<file path="config.mk">
export PLATFORM = sky130hd
export DESIGN_NAME = mpy_periph
export DESIGN_NICKNAME = d
export VERILOG_FILES = /design/src/rtl/mpy_pkg.sv /design/src/rtl/mpy_rst_sync.sv /design/src/rtl/mpy_decode.sv /design/src/rtl/mpy_core.sv /design/src/rtl/mpy_periph.sv
export SDC_FILE = /design/constraint.sdc
export NUM_CORES = 1
export LEC_CHECK = 0
export BUFFER_PORTS_ARGS = -buffer_cell sky130_fd_sc_hd__buf_2
export CORE_ASPECT_RATIO = 1.5
export CORE_MARGIN = 3
export CORE_UTILIZATION = 67
export CTS_BUF_LIST = sky130_fd_sc_hd__clkbuf_2 sky130_fd_sc_hd__clkbuf_4 sky130_fd_sc_hd__clkbuf_8
export DETAILED_ROUTE_END_ITERATION = 7
export PLACE_DENSITY = 0.84
export REMOVE_ABC_BUFFERS = 1
export SYNTH_ARGS = -nofsm -noshare
export SYNTH_HDL_FRONTEND = slang
export SYNTH_SLANG_ARGS = --single-unit
</file>
<file path="constraint.sdc">
create_clock -name clk -period 2.8 [get_ports clk]
set_clock_uncertainty 0.1 [all_clocks]
set_input_delay 0.42 -clock clk [delete_from_list [all_inputs] [get_ports clk]]
set_output_delay 0.42 -clock clk [all_outputs]
set_load 0.05 [all_outputs]
</file>
<file path="src/rtl/mpy_pkg.sv">
package mpy_pkg;

  typedef enum logic [1:0] {
    MODE_UMUL = 2'd0,
    MODE_SMUL = 2'd1,
    MODE_UMAC = 2'd2,
    MODE_SMAC = 2'd3
  } mpy_mode_e;

  typedef enum logic [2:0] {
    SEL_OP1  = 3'd0,
    SEL_OP2  = 3'd1,
    SEL_RLO  = 3'd2,
    SEL_RHI  = 3'd3,
    SEL_EXT  = 3'd4,
    SEL_NONE = 3'd5
  } rd_sel_e;

  // word indices within the block (op1 indices 0..3 encode the mode)
  localparam int unsigned IDX_OP2 = 4;
  localparam int unsigned IDX_RLO = 5;
  localparam int unsigned IDX_RHI = 6;
  localparam int unsigned IDX_EXT = 7;
  localparam int unsigned IDX_SPAN = 8;

endpackage

</file>
<file path="src/rtl/mpy_rst_sync.sv">
module mpy_rst_sync (
  input  logic clk,
  input  logic rst_n,
  output logic rst_sync_n
);
  logic meta_q;

  always_ff @(posedge clk or negedge rst_n) begin
    if (!rst_n) begin
      meta_q     <= 1'b0;
      rst_sync_n <= 1'b0;
    end else begin
      meta_q     <= 1'b1;
      rst_sync_n <= meta_q;
    end
  end
endmodule

</file>
<file path="src/rtl/mpy_decode.sv">
module mpy_decode
  import mpy_pkg::*;
#(
  parameter int unsigned ADDR_W = 4
) (
  input  logic              wr_en,
  input  logic [ADDR_W-1:0] addr,
  output logic              op1_we,
  output logic              op2_we,
  output logic              rlo_we,
  output logic              rhi_we,
  output mpy_mode_e         mode_sel,
  output rd_sel_e           rd_sel
);
  localparam int unsigned IW = $clog2(IDX_SPAN);

  logic          in_range;
  logic [IW-1:0] idx;

  always_comb begin
    in_range = (addr >> IW) == '0;
    idx      = addr[IW-1:0];
    mode_sel = mpy_mode_e'(idx[1:0]);
    op1_we   = 1'b0;
    op2_we   = 1'b0;
    rlo_we   = 1'b0;
    rhi_we   = 1'b0;
    rd_sel   = SEL_NONE;
    if (in_range) begin
      if (idx < IW'(IDX_OP2)) begin
        rd_sel = SEL_OP1;
        op1_we = wr_en;
      end else if (idx == IW'(IDX_OP2)) begin
        rd_sel = SEL_OP2;
        op2_we = wr_en;
      end else if (idx == IW'(IDX_RLO)) begin
        rd_sel = SEL_RLO;
        rlo_we = wr_en;
      end else if (idx == IW'(IDX_RHI)) begin
        rd_sel = SEL_RHI;
        rhi_we = wr_en;
      end else begin
        rd_sel = SEL_EXT;
      end
    end
  end
endmodule

</file>
<file path="src/rtl/mpy_core.sv">
module mpy_core
  import mpy_pkg::*;
#(
  parameter int unsigned DATA_W = 16
) (
  input  mpy_mode_e         mode,
  input  logic [DATA_W-1:0] opa,
  input  logic [DATA_W-1:0] opb,
  input  logic [DATA_W-1:0] acc_lo,
  input  logic [DATA_W-1:0] acc_hi,
  output logic [DATA_W-1:0] res_lo,
  output logic [DATA_W-1:0] res_hi,
  output logic [DATA_W-1:0] ext
);
  localparam int unsigned PW = 2 * DATA_W;

  logic signed [PW-1:0] sa, sb;
  logic        [PW-1:0] uprod, sprod, prod, acc, res;
  logic        [PW:0]   sum;
  logic                 is_signed;

  always_comb begin
    is_signed = (mode == MODE_SMUL) || (mode == MODE_SMAC);
    sa        = PW'($signed(opa));
    sb        = PW'($signed(opb));
    uprod     = PW'(opa) * PW'(opb);
    sprod     = sa * sb;
    prod      = is_signed ? sprod : uprod;
    acc       = {acc_hi, acc_lo};
    sum       = {1'b0, acc} + {1'b0, prod};
    case (mode)
      MODE_UMUL: begin
        res = prod;
        ext = '0;
      end
      MODE_SMUL: begin
        res = prod;
        ext = {DATA_W{prod[PW-1]}};
      end
      MODE_UMAC: begin
        res = sum[PW-1:0];
        ext = {{(DATA_W-1){1'b0}}, sum[PW]};
      end
      default: begin
        res = sum[PW-1:0];
        ext = {DATA_W{sum[PW-1]}};
      end
    endcase
    res_lo = res[DATA_W-1:0];
    res_hi = res[PW-1:DATA_W];
  end
endmodule

</file>
<file path="src/rtl/mpy_periph.sv">
module mpy_periph
  import mpy_pkg::*;
#(
  parameter int unsigned DATA_W = 16,
  parameter int unsigned ADDR_W = 4
) (
  input  logic              clk,
  input  logic              rst_n,
  input  logic              wr_en,
  input  logic [ADDR_W-1:0] addr,
  input  logic [DATA_W-1:0] wr_data,
  output logic [DATA_W-1:0] rd_data
);
  logic rst_q_n;
  logic op1_we, op2_we, rlo_we, rhi_we;
  mpy_mode_e mode_sel, mode_q;
  rd_sel_e   rd_sel;

  logic [DATA_W-1:0] op1_q, op2_q, rlo_q, rhi_q, ext_q;
  logic [DATA_W-1:0] rlo_d, rhi_d;
  logic              rlo_en, rhi_en;
  logic [DATA_W-1:0] core_lo, core_hi, core_ext;

  mpy_rst_sync i_rst_sync (
    .clk        (clk),
    .rst_n      (rst_n),
    .rst_sync_n (rst_q_n)
  );

  mpy_decode #(.ADDR_W(ADDR_W)) i_decode (
    .wr_en    (wr_en),
    .addr     (addr),
    .op1_we   (op1_we),
    .op2_we   (op2_we),
    .rlo_we   (rlo_we),
    .rhi_we   (rhi_we),
    .mode_sel (mode_sel),
    .rd_sel   (rd_sel)
  );

  // operand 2 feeds the core straight from the bus so the result lands one edge later
  mpy_core #(.DATA_W(DATA_W)) i_core (
    .mode   (mode_q),
    .opa    (op1_q),
    .opb    (wr_data),
    .acc_lo (rlo_q),
    .acc_hi (rhi_q),
    .res_lo (core_lo),
    .res_hi (core_hi),
    .ext    (core_ext)
  );

  // next-state selection for the result words
  always_comb begin
    rlo_en = op2_we | rlo_we;
    rhi_en = op2_we | rhi_we;
    rlo_d  = op2_we ? core_lo : wr_data;
    rhi_d  = op2_we ? core_hi : wr_data;
  end

  always_ff @(posedge clk or negedge rst_q_n) begin
    if (!rst_q_n) begin
      op1_q  <= '0;
      op2_q  <= '0;
      rlo_q  <= '0;
      rhi_q  <= '0;
      ext_q  <= '0;
      mode_q <= MODE_UMUL;
    end else begin
      if (op1_we) begin
        op1_q  <= wr_data;
        mode_q <= mode_sel;
      end
      if (op2_we) begin
        op2_q <= wr_data;
        ext_q <= core_ext;
      end
      if (rlo_en) rlo_q <= rlo_d;
      if (rhi_en) rhi_q <= rhi_d;
    end
  end

  always_comb begin
    case (rd_sel)
      SEL_OP1: rd_data = op1_q;
      SEL_OP2: rd_data = op2_q;
      SEL_RLO: rd_data = rlo_q;
      SEL_RHI: rd_data = rhi_q;
      SEL_EXT: rd_data = ext_q;
      default: rd_data = '0;
    endcase
  end

  // extension word only moves on an operand-2 write
  a_r9_ext_hold: assert property (@(posedge clk) disable iff (!rst_q_n)
    !op2_we |=> $stable(ext_q));

  // operand 1 only moves on its own writes
  a_r2_op1_hold: assert property (@(posedge clk) disable iff (!rst_q_n)
    !op1_we |=> ($stable(op1_q) && $stable(mode_q)));

  // result words hold when nothing targets them
  a_r3_res_hold: assert property (@(posedge clk) disable iff (!rst_q_n)
    !(op2_we || rlo_we || rhi_we) |=> ($stable(rlo_q) && $stable(rhi_q)));

  // unsigned multiply leaves a zero extension
  a_r4_umul_ext: assert property (@(posedge clk) disable iff (!rst_q_n)
    (op2_we && mode_q == MODE_UMUL) |=> (ext_q == '0));

  // signed multiply extension mirrors the sign of the new high word
  a_r5_smul_ext: assert property (@(posedge clk) disable iff (!rst_q_n)
    (op2_we && mode_q == MODE_SMUL) |=> (ext_q == {DATA_W{rhi_q[DATA_W-1]}}));

  // unsigned accumulate extension is a single carry bit
  a_r6_umac_ext: assert property (@(posedge clk) disable iff (!rst_q_n)
    (op2_we && mode_q == MODE_UMAC) |=> (ext_q[DATA_W-1:1] == '0));

  // signed accumulate extension mirrors the sign of the new high word
  a_r7_smac_ext: assert property (@(posedge clk) disable iff (!rst_q_n)
    (op2_we && mode_q == MODE_SMAC) |=> (ext_q == {DATA_W{rhi_q[DATA_W-1]}}));

endmodule

</file>
==> flow_summary.yaml, run 1 <==
die:
  start_util_pct: 68.6
  rows: 77
  die_h_microns: 220
  die_w_microns: 149
  ios: 39
global_route:
  grt.overflow.total: 8
  grt_pass1_vias: 27600
  grt_max_degree: 42
  grt_pass1_wl_mm: 171
  track_usage_pct: 71.7
clock_network:
  numCtsBuffers: 9
  h-tree-depth: 3
  cts_sinks: 70
  clk_path_buf_depth: 2
  root_buffer: "clkbuf_8"
status:
  toolErrorMsg: "[ERROR GRT-0116] Global routing finished with congestion. Check the congestion regions in the DRC Viewer."
  failed_stage: "5_1_grt"
  status: "aborted with a tool error"
logic_synthesis:
  synth_cell_type_count: 75
  synthAdderAreaFrac_pct: 47.3
  synth_top_family_by_area: "adder cells"
  synthSimpleGateAreaFrac_pct: 13.7
  synthCells: 2352
  synth-compound-area-share_pct: 13.5
  synth_area_sq_mm: 0.0204
  synth_area_per_cell_sq_um: 8.68
  synthMuxAreaShare_pct: 2.84
  ys.flop_type: "dfrtp_1"
  ys_async_sr_fraction_pct: 100
  yosysWarnings: 0
  synth_seq_cells: 70
  synth-edff-count: 0
  synth_seq_area_share_pct: 8.58
  synthXorXnorAreaFrac_pct: 3.09
placement:
  gp_congestion: 0.992
  placedCellCount: 3138
  numPortBuffers: 38
  hpwl_mm: 56.3
==> layer usage <==
layer	GRT usage, %	overflow
met1	70.2	0
met4	72.3	3
met5	27.8	0
met3	56.4	1
met2	88.5	4
==> logic make-up after synthesis <==
| logic type | after synthesis |
|---|---|
| XOR/XNOR | 72 |
| adder cells (fa/ha/maj) | 555 |
| AND/OR/NAND/NOR | 593 |
| multiplexers | 55 |
| AO/OA/AOI/OAI | 411 |
| buffers and inverters | 595 |
| flip-flops | 70 |
| other | 1 |
==> metrics by stage <==
stage	instance area, sq um	setup WS (ns)	hold slack [ns]
CTS	26700	-5.17	0.227
detailed placement	24200	-5.66	0.109
global placement	24200	-5.46	0.106
floorplan	20000	-5.04	0.0244
==> Yosys cell counts (7+ instances only) <==
cell	number	area [sq um]
o21ai_0	96	480
nor2b_1	7	43.8
nand2_1	264	991
ha_1	192	2400
a211o_1	8	70.1
xnor2_1	45	394
inv_1	488	1830
or3_1	9	56.3
o211ai_1	12	90.1
nand2b_1	13	81.3
a21oi_1	98	490
a211oi_1	26	195
mux2_2	23	259
a21o_1	38	285
o31ai_1	9	67.6
nor2_1	96	360
a221o_1	17	170
mux2i_1	32	320
dfrtp_1	70	1750
nand3b_1	10	75.1
o21bai_1	9	67.6
and2_1	128	801
o21a_1	20	150
a31oi_1	16	100
nor3_1	12	60.1
and3_1	9	56.3
clkbuf_1	101	379
nand3_1	19	95.1
fa_1	363	7270
xor2_1	27	236
==> timing repair <==
| action | CTS |
|---|---|
| setup buffers | 81 |
| resized for setup | 354 |
| hold endpoints to repair | 2 |
| hold buffers | 1 |
| endpoints found under the setup margin | 32 |
| pin swaps | 142 |
==> run 2: changes to the inputs <==
CORE_ASPECT_RATIO = not set   (was 1.5)
CORE_UTILIZATION = 40   (was 67)
CTS_BUF_LIST = not set   (was sky130_fd_sc_hd__clkbuf_2 sky130_fd_sc_hd__clkbuf_4 sky130_fd_sc_hd__clkbuf_8)
PLACE_DENSITY = not set   (was 0.84)
PLACE_DENSITY_LB_ADDON = 0.15   (was not set)
==> run 2 against run 1 <==
Against the previous run:
- the flow now finishes, with violations (setup timing)
- synthesized area did not move
- synthesized cell count did not move
==> flow_summary.yaml, run 2 <==
worst_setup_path:
  cp_top_family: "adder cells"
  worst_setup_path_end_kind: "flop"
  critPathMaxFanout: 6
  r2r_cells: 36
  cp.required_ns: 2.99
  rr_startpoint: "op1_q[7]$_DFFE_PN0P_"
  worstSetupPathDepth: 36
  crit_path_max_incr_delay_ns: 0.57
  r2r-end: "rhi_q[14]$_DFFE_PN0P_"
  cp-startpoint: "op1_q[7]$_DFFE_PN0P_"
  crit_end: "rhi_q[14]$_DFFE_PN0P_"
  crit_arrival_ns: 8.29
  setup.worst_path.start_class: "flop"
  cp_common_cell: "buf_4"
  path_buf_inv: 11
  r2r_setup_slack_ns: -5.29
  crit_type: "reg2reg"
  slowest_stage: "fa_2"
logic_synthesis:
  synth_area_sq_mm: 0.0204
  synth_seq_area_share_pct: 8.58
  synthCells: 2352
  ys.flop_type: "dfrtp_1"
  synth.most_common_cell: "inv_1"
  yosysWarnings: 0
  yosysTopAreaCell: "fa_1"
  synth_common_cells: "inv_1 (488), fa_1 (363), nand2_1 (264), ha_1 (192), and2_1 (128)"
  synth_area_leaders: "fa_1 (36%), ha_1 (12%), inv_1 (9.0%), dfrtp_1 (8.6%), nand2_1 (4.9%)"
  yosysTopAreaCellShare_pct: 35.6
  synth_cell_type_count: 75
  synth_area_per_cell_sq_um: 8.68
  ys_async_sr_fraction_pct: 100
  synth_seq_cells: 70
  synth-edff-count: 0
drt:
  detail_route.wl_per_cell_microns: 19.3
  drc: 0
  routed_wl_mm: 69.5
  via_count: 18700
  firstDrtPassIters: 5
  ant_nets: 0
  drt_iter0_drc: 1133
  viasPerCell: 5.20
sta:
  fmax_ghz: 0.124
  rsz0062_at_grt: "true"
  finalHoldViolCount: 0
  min_period_over_period_pct: 289
  min_period_ns: 8.09
  setup_ws_ns: -5.29
  setup_viol: 31
  slew_headroom_pct: 50.8
  slew_viol_final: 0
  worstMarginPinSlew_ns: 0.737
global_route:
  grt_most_used_layer: "met2"
  grt_pass1_wl_mm: 111
  grt.met2_usage_pct: 44.3
  track_usage_pct: 26.6
  antenna_found_initial: 2
  grt.overflow.total: 0
  use_met1_pct: 37.1
  grt_pass1_vias: 20300
  grt_use_met3_pct: 2.67
  grt_max_degree: 45
clock_network:
  cts_tree: "done"
  h-tree-depth: 3
  clk_path_buf_depth: 2
  root_buffer: "clkbuf_16"
  numCtsBuffers: 9
  cts.clk_slew.worst_paths_ns: 0.07
  cts_sinks: 70
  worstSkewPairLatency_ns: 0.37
die:
  ios: 39
  die_h_microns: 232
  coreArea_sq_mm: 0.0503
  die_w_microns: 232
  start_util_pct: 40.6
  rows: 82
  dieArea_sq_mm: 0.0538
cells_and_area:
  drive_gt1_share_pct: 35.2
  mostFrequentLayoutCell: "buf_4"
  nNetsFinal: 3498
  areaGrowthSynthToFinish_pct: 40.0
  layout_common_cells: "buf_4 (537), inv_1 (452), fa_1 (343)"
worst_hold_path:
  hp-class: "reg2async"
status:
  status: "finished with violations"
  violations: "setup timing"
job:
  max_cap_viol_count: 0
placement:
  dpl_worst_slack_ns: -5.75
  gp_congestion: 0.902
  hpwl_mm: 56.2
  numPortBuffers: 38
==> run 2: metrics by stage <==
step | cell area (sq um) | setup TNS, ns | hold WS [ns] | instances | utilization [%]
floorplan | 20000 | -116.79 | 0.0244 | 2247 | -
global placement | 25200 | -141.06 | 0.105 | 3487 | 50.2
detailed placement | 25200 | -142.18 | 0.108 | 3487 | 50.2
CTS | 27700 | -130.25 | 0.242 | 3574 | 55.1
global route | 28600 | -139.47 | 0.256 | 3597 | 56.9
finish | 28600 | -132.16 | 0.233 | 3598 | 56.9
==> run 2: routing by layer <==
layer | part of all wire (%) | vias up
met2 | 48 | 484
met4 | 2.9 | 0
met5 | 0 | -
met3 | 4.9 | 120
li1 | - | 8597
met1 | 45 | 9522
==> run 2: worst register-to-register path, delay by kind of cell (launching register included) <==
kind / cells / cell delay [ns]
AOI/OAI and AO/OA: 12 / 1.84
adders and majority gates: 8 / 3.60
DFF: 1 / 0.47
buffers and inverters: 11 / 1.22
and+or+nand+nor: 4 / 0.61
xor gates and xnor gates: 1 / 0.17
==> run 2: final cells by class <==
class,instances,area (sq um)
diodes,1,2.50
repair buffers,662,5410
inverters,490,1840
fillers,4539,21700
clock inverters,6,116
multi-input cells,1687,18400
well taps,672,841
flip-flops and latches,70,1770
clock buffers,10,239
==> run 2: how the worst min path moves through the flow <==
stage | startpoint | endpoint | slack (ns) | cells after the start
2_1_floorplan | rst_n | i_rst_sync.meta_q$_DFF_PN0_ | 0.02 | 0
3_3_place_gp | rst_n | i_rst_sync.meta_q$_DFF_PN0_ | 0.11 | 1
3_5_place_dp | rst_n | i_rst_sync.meta_q$_DFF_PN0_ | 0.11 | 1
4_1_cts | rst_n | i_rst_sync.rst_sync_n$_DFF_PN0_ | 0.24 | 2
5_1_grt | i_rst_sync.meta_q$_DFF_PN0_ | i_rst_sync.rst_sync_n$_DFF_PN0_ | 0.26 | 0
6_report | i_rst_sync.rst_sync_n$_DFF_PN0_ | rlo_q[2]$_DFFE_PN0P_ | 0.23 | 0
==> run 2: logic make-up (layout without fill, tap and decap cells) <==
group / count (synthesis) / after routing / synth area share (%)
adders and majority gates: 555 / 555 / 47.3
xor gates and xnor gates: 72 / 72 / 3.09
other: 1 / 2 / 0.0184
and+or+nand+nor: 593 / 593 / 13.7
buffers and inverters: 595 / 1168 / 10.9
AOI/OAI and AO/OA: 411 / 411 / 13.5
DFF: 70 / 70 / 8.58
muxes: 55 / 55 / 2.84
==> run 2: what timing repair did <==
| action | 4_1_cts | 5_1_grt |
|---|---|---|
| endpoints found under the setup margin | 32 | 32 |
| hold buffers | 1 | 0 |
| gates resized for setup | 333 | 162 |
| pin swaps | 168 | 114 |
| hold endpoints to repair | 2 | 0 |
| setup buffers | 75 | 26 |
| gates cloned | 1 | 0 |
Power of run 2 is not shown: default switching activity piles up to over one toggle a cycle in this logic, so the estimate is an artifact.
